File: src/rtl/keyer_pkg.sv
package keyer_pkg;
   typedef enum logic [1:0] {
      KS_IDLE = 2'd0,
      KS_MARK = 2'd1,
      KS_GAP  = 2'd2
   } key_state_t;

   localparam int DIT_UNITS = 1;
   localparam int DAH_UNITS = 3;
   localparam int GAP_UNITS = 1;
endpackage

File: src/rtl/keyer_sync.sv
module keyer_sync #(
   parameter int N_BITS = 2,
   parameter int STAGES = 2
) (
   input  logic              clk,
   input  logic              rst_n,
   input  logic [N_BITS-1:0] async_in,
   output logic [N_BITS-1:0] sync_out
);
   logic [N_BITS-1:0] chain [STAGES];

   generate
      for (genvar s = 0; s < STAGES; s++) begin : g_stage
         if (s == 0) begin : g_first
            always_ff @(posedge clk or negedge rst_n) begin
               if (!rst_n) chain[0] <= '0;
               else        chain[0] <= async_in;
            end
         end else begin : g_next
            always_ff @(posedge clk or negedge rst_n) begin
               if (!rst_n) chain[s] <= '0;
               else        chain[s] <= chain[s-1];
            end
         end
      end
   endgenerate

   assign sync_out = chain[STAGES-1];
endmodule

File: src/rtl/keyer_prescale.sv
module keyer_prescale #(
   parameter int SPEED_W = 16
) (
   input  logic               clk,
   input  logic               rst_n,
   input  logic               run,
   input  logic [SPEED_W-1:0] reload,
   output logic               tick
);
   logic [SPEED_W-1:0] cnt;

   always_ff @(posedge clk or negedge rst_n) begin
      if (!rst_n)          cnt <= '0;
      else if (!run)       cnt <= reload;
      else if (cnt == '0)  cnt <= reload;
      else                 cnt <= cnt - 1'b1;
   end

   assign tick = run && (cnt == '0);
endmodule

File: src/rtl/keyer_seq.sv
module keyer_seq
   import keyer_pkg::*;
(
   input  logic clk,
   input  logic rst_n,
   input  logic dit_on,
   input  logic dah_on,
   input  logic tick,
   output logic busy,
   output logic key,
   output logic gap_end,
   output logic elem_dah,
   output logic mem_q
);
   localparam logic [1:0] LAST_DIT = 2'(DIT_UNITS - 1);
   localparam logic [1:0] LAST_DAH = 2'(DAH_UNITS - 1);
   localparam logic [1:0] LAST_GAP = 2'(GAP_UNITS - 1);

   key_state_t state;
   logic [1:0] units;
   logic       opp_held;
   logic       same_held;
   logic [1:0] last_mark;

   assign opp_held  = elem_dah ? dit_on : dah_on;
   assign same_held = elem_dah ? dah_on : dit_on;
   assign last_mark = elem_dah ? LAST_DAH : LAST_DIT;

   always_ff @(posedge clk or negedge rst_n) begin
      if (!rst_n) begin
         state    <= KS_IDLE;
         units    <= '0;
         elem_dah <= 1'b0;
         mem_q    <= 1'b0;
      end else begin
         case (state)
            KS_IDLE: begin
               if (dit_on || dah_on) begin
                  state    <= KS_MARK;
                  elem_dah <= !dit_on;
                  units    <= '0;
                  mem_q    <= 1'b0;
               end
            end
            KS_MARK: begin
               if (opp_held) mem_q <= 1'b1;
               if (tick) begin
                  if (units == last_mark) begin
                     state <= KS_GAP;
                     units <= '0;
                  end else begin
                     units <= units + 1'b1;
                  end
               end
            end
            KS_GAP: begin
               if (opp_held) mem_q <= 1'b1;
               if (tick) begin
                  if (units != LAST_GAP) begin
                     units <= units + 1'b1;
                  end else begin
                     units <= '0;
                     if (mem_q || (opp_held && !same_held)) begin
                        state    <= KS_MARK;
                        elem_dah <= !elem_dah;
                        mem_q    <= 1'b0;
                     end else if (same_held) begin
                        state <= KS_MARK;
                        mem_q <= 1'b0;
                     end else begin
                        state <= KS_IDLE;
                        mem_q <= 1'b0;
                     end
                  end
               end
            end
            default: state <= KS_IDLE;
         endcase
      end
   end

   assign busy    = (state != KS_IDLE);
   assign key     = (state == KS_MARK);
   assign gap_end = (state == KS_GAP) && tick && (units == LAST_GAP);
endmodule

File: src/rtl/keyer_tone.sv
module keyer_tone #(
   parameter int TONE_HALF = 31250
) (
   input  logic clk,
   input  logic rst_n,
   input  logic en,
   output logic tone
);
   localparam int CW = (TONE_HALF > 1) ? $clog2(TONE_HALF) : 1;
   localparam logic [CW-1:0] WRAP = CW'(TONE_HALF - 1);

   logic [CW-1:0] cnt;
   logic          phase;

   always_ff @(posedge clk or negedge rst_n) begin
      if (!rst_n) begin
         cnt   <= '0;
         phase <= 1'b0;
      end else if (!en) begin
         cnt   <= '0;
         phase <= 1'b0;
      end else if (cnt == WRAP) begin
         cnt   <= '0;
         phase <= !phase;
      end else begin
         cnt   <= cnt + 1'b1;
      end
   end

   assign tone = phase && en;
endmodule

File: src/rtl/paddle_keyer.sv
module paddle_keyer #(
   parameter int SPEED_W      = 16,
   parameter int SYNC_STAGES  = 2,
   parameter int TONE_HALF    = 31250,
   parameter bit TONE_ENABLE  = 1'b1
) (
   input  logic               clk,
   input  logic               rst_n,
   input  logic               dit_n,
   input  logic               dah_n,
   input  logic [SPEED_W-1:0] unit_reload,
   output logic               key_out,
   output logic               tone_out
);
   generate
      if (SPEED_W < 1) begin : g_bad_speed
         $error("paddle_keyer: SPEED_W must be at least 1");
      end
      if (SYNC_STAGES < 2) begin : g_bad_sync
         $error("paddle_keyer: SYNC_STAGES must be at least 2");
      end
      if (TONE_HALF < 2) begin : g_bad_tone
         $error("paddle_keyer: TONE_HALF must be at least 2");
      end
   endgenerate

   logic [1:0] pad_raw;
   logic [1:0] pad_on;
   logic       busy;
   logic       unit_tick;
   logic       gap_end;
   logic       elem_dah;
   logic       mem_q;

   assign pad_raw = {!dah_n, !dit_n};

   keyer_sync #(.N_BITS(2), .STAGES(SYNC_STAGES)) u_sync (
      .clk      (clk),
      .rst_n    (rst_n),
      .async_in (pad_raw),
      .sync_out (pad_on)
   );

   keyer_prescale #(.SPEED_W(SPEED_W)) u_pre (
      .clk    (clk),
      .rst_n  (rst_n),
      .run    (busy),
      .reload (unit_reload),
      .tick   (unit_tick)
   );

   keyer_seq u_seq (
      .clk      (clk),
      .rst_n    (rst_n),
      .dit_on   (pad_on[0]),
      .dah_on   (pad_on[1]),
      .tick     (unit_tick),
      .busy     (busy),
      .key      (key_out),
      .gap_end  (gap_end),
      .elem_dah (elem_dah),
      .mem_q    (mem_q)
   );

   generate
      if (TONE_ENABLE) begin : g_tone
         keyer_tone #(.TONE_HALF(TONE_HALF)) u_tone (
            .clk   (clk),
            .rst_n (rst_n),
            .en    (key_out),
            .tone  (tone_out)
         );
      end else begin : g_no_tone
         assign tone_out = 1'b0;
      end
   endgenerate
endmodule

File: config.mk
export PLATFORM = sky130hd
export DESIGN_NAME = paddle_keyer
export DESIGN_NICKNAME = d
export VERILOG_FILES = /design/src/rtl/keyer_pkg.sv /design/src/rtl/keyer_sync.sv /design/src/rtl/keyer_prescale.sv /design/src/rtl/keyer_seq.sv /design/src/rtl/keyer_tone.sv /design/src/rtl/paddle_keyer.sv
export SDC_FILE = /design/constraint.sdc
export NUM_CORES = 1
export LEC_CHECK = 0
export ABC_AREA = 0
export BUFFER_PORTS_ARGS = -buffer_cell sky130_fd_sc_hd__buf_2
export CORE_MARGIN = 3
export CORE_UTILIZATION = 35
export CTS_CLUSTER_SIZE = 24
export DETAILED_ROUTE_END_ITERATION = 6
export PLACE_DENSITY = 0.54
export SLEW_MARGIN = 20
export SYNTH_ARGS = -nofsm -noshare
export SYNTH_HDL_FRONTEND = slang
export SYNTH_SLANG_ARGS = --single-unit
File: constraint.sdc
create_clock -name clk -period 4.6 [get_ports clk]
set_input_delay 0.69 -clock clk [delete_from_list [all_inputs] [get_ports clk]]
set_output_delay 0.69 -clock clk [all_outputs]
set_load 0.02 [all_outputs]
==> metrics <==
Critical R2R Launch u_pre.cnt[0]; Cell Rows 28; RR Endpoint u_seq.state[0]; sequential area share after synthesis 0.4565; DR WL/cell 13.08 um; initial core utilization 0.3755; Finished Cell Area 2569 sq um; Hold Startpoint u_sync.chain[3]; height of the die 87.11 um; Syn Area/Cell 9.966 sq um; worst skew pair latency 0.30 ns; Avg Vias per Cell 5.064; first-pass GRT wire length 7527 um; TNS Setup 0 ns; clk buf depth 2; mux contribution to synthesized area 0.03641; synthesized flop and latch total 42; htree depth 2; vias in the first global route 1584; pin count of the biggest net entering global routing 43; Period minus WS final 2.216 ns; Critical path origin u_seq.state[1]; Slew headroom 0.3625; Slew @ Worst Pin 0.9563 ns; maximum fanout along the worst path 9; synthesized cell area 2302 sq um; ys flop type dfrtp_1; async set-or-reset flop fraction in the synthesized netlist 1.000; First-pass DRT Iterations 4; DRT antenna net count 0; all-layer global routing usage 0.1255; gr ovfl total 0; Final Util 0.4190; Slew Viols, Final 0; hold slack 0.3579 ns; status completed; cts bufs inserted 5; IO Count 22; adder-cell share of the synthesized area 0.05435; Placer Congestion 0.7266; fraction of layout instances using a drive strength above 1 0.1542; Power per Cell Area 536.4 nW/um^2; Hold Buf Count CTS 0; Port Buf Inserts 21; gate count after technology mapping 231; Final Skew 0.01060 ns; kind of critical path register to output pin; Placeable Area 6131 sq um; worst-case vdd ir drop 271.9 uV; worst setup path endpoint tone_out; Max Cap Violations 0; compound-cell area share of the yosys netlist 0.1071; Worst Reg-to-Reg Cells 6; Hold Path Class register to register; Mapped Nets 261; CP Launch Type register; Fmax achieved 451.2 MHz; final setup vio count 0; main combinational cell family by area after synthesis simple AND/OR/NAND/NOR gates; Netlist cell types 50; LEAKAGE 1.094 nW; Die W 87.11 um; Post-Synth XOR/XNOR Area 0.08750; count of final hold-check violations 0; type of destination of the critical path output pin; postcts setup bufs 0; placement-stage cell area 2474 sq um; Post-Route WL 4290 um; Clock Tree Root clkbuf_8; EDFF count, synth 0; nets@finish 282; ANT cells 0; CTS tree built; Tcrit/Tclk final 0.4818; Clk pin slew, worst setup/hold paths 0.08 ns; DRC Markers 0; P&R area growth vs syn 11.58%; R2R Setup Slk 2.41 ns; die area 7587 sq um; via count 1661; simple-gate share of the synthesized area 0.2217; initial DRC count 58; clock sink total 42; Crit path required time 3.91 ns; post-DP HPWL 3041 um; Yosys warnings 0; post_cts resized 0; RSZ-0062 raised after global routing false; initial antenna violation count 0; worst endpoint data arrival time 1.53 ns
[power by group]
group / internal (mW) / leakage (nW) / switching (mW)
sequential: 0.472 / 0.525 / 0.118
clock: 0.124 / 0.0489 / 0.129
combinational: 0.239 / 0.520 / 0.295
total: 0.835 / 1.09 / 0.542
[sequential cells by signal, summed over array words and instances, names as in the netlist]
register,flops
g_tone.u_tone.phase,1
u_seq.mem_q,1
u_seq.elem_dah,1
u_seq.state,2
u_sync.chain,2
u_pre.cnt,16
u_sync.sync_out,2
u_seq.units,2
g_tone.u_tone.cnt,15
[how the worst min path moves through the flow]
stage,cells after the start,slack (ns),to
global placement,0,0.33,u_sync.sync_out[1]
CTS,0,0.36,u_sync.sync_out[1]
finish,0,0.36,u_sync.sync_out[1]
detailed placement,0,0.34,u_sync.sync_out[0]
floorplan,0,0.33,u_sync.sync_out[0]
global route,0,0.36,u_sync.sync_out[1]
[critical path, stage by stage, from the launching register on]
cell	delay [ns]
dfrtp_1	0.42
inv_1	0.09
ha_1	0.38
and2_1	0.19
buf_2	0.16
[synth_stat cells (2+ instances only)]
master     n  share of area
clkbuf_1   5         0.0082
xor2_1    16          0.061
a31oi_1    2         0.0054
nor4_1     3         0.0082
mux2i_1    5          0.022
xnor2_1    7          0.027
mux2_2     3          0.015
nand4_1    5          0.014
nor3b_1    3         0.0098
nand3_1    8          0.017
o21a_1     2         0.0065
or3_1      3         0.0082
inv_1     11          0.018
a21oi_1   17          0.037
a21o_1     3         0.0098
and2_1     3         0.0082
nand2_1   10          0.016
nor2_1    34          0.055
o31ai_1    3         0.0098
o21ai_0    2         0.0043
or4_1      5          0.016
dfrtp_1   42           0.46
ha_1      10          0.054
and4_1     2         0.0076
nand4b_1   2         0.0076
[layout make-up]
cell class	count	area, sq um
Clock buffer	7	86.33
Inverter	11	41.29
Tap cell	75	93.84
Timing Repair Buffer	22	112.6
Fill cell	596	3562
Clock inverter	1	8.758
Sequential cell	42	1051
Multi-Input combinational cell	170	1175
[cell families after synthesis]
kind of cell             count (synthesis)
AO/OA/AOI/OAI                           38
XOR/XNOR                                23
adder cells (fa/ha/maj)                 10
buffers and inverters                   19
flip-flops                              42
multiplexers                             8
AND/OR/NAND/NOR                         91
[cell usage in the layout (no fill, tap or decap), drive strengths merged, types with 6 or more instances in the layout]
cell    netlist  layout
nand2        11      11
nand3         8       8
xor2         16      16
dfrtp        42      42
inv          11      12
buf           3      22
clkbuf        5       7
a21oi        17      17
ha           10      10
xnor2         7       7
nor2         34      34
or4           6       6
[layer usage]
metal	vias up	GRT usage	part of all wire
met4	0	0.04184	0.011
met2	21	0.1801	0.42
met1	782	0.1827	0.53
li1	853	-	-
met3	5	0.03311	0.038
met5	-	0	0
[metrics by stage]
stage | worst slack (ns) | power [mW] | cells
5_1_grt | 2.164 | 1.498 | 328
2_1_floorplan | 2.694 | 1.014 | 231
6_report | 2.384 | 1.378 | 328
3_3_place_gp | 2.467 | 1.132 | 320
4_1_cts | 2.351 | 1.400 | 328
3_5_place_dp | 2.405 | 1.139 | 320
Power figures use the tool's default switching activity.
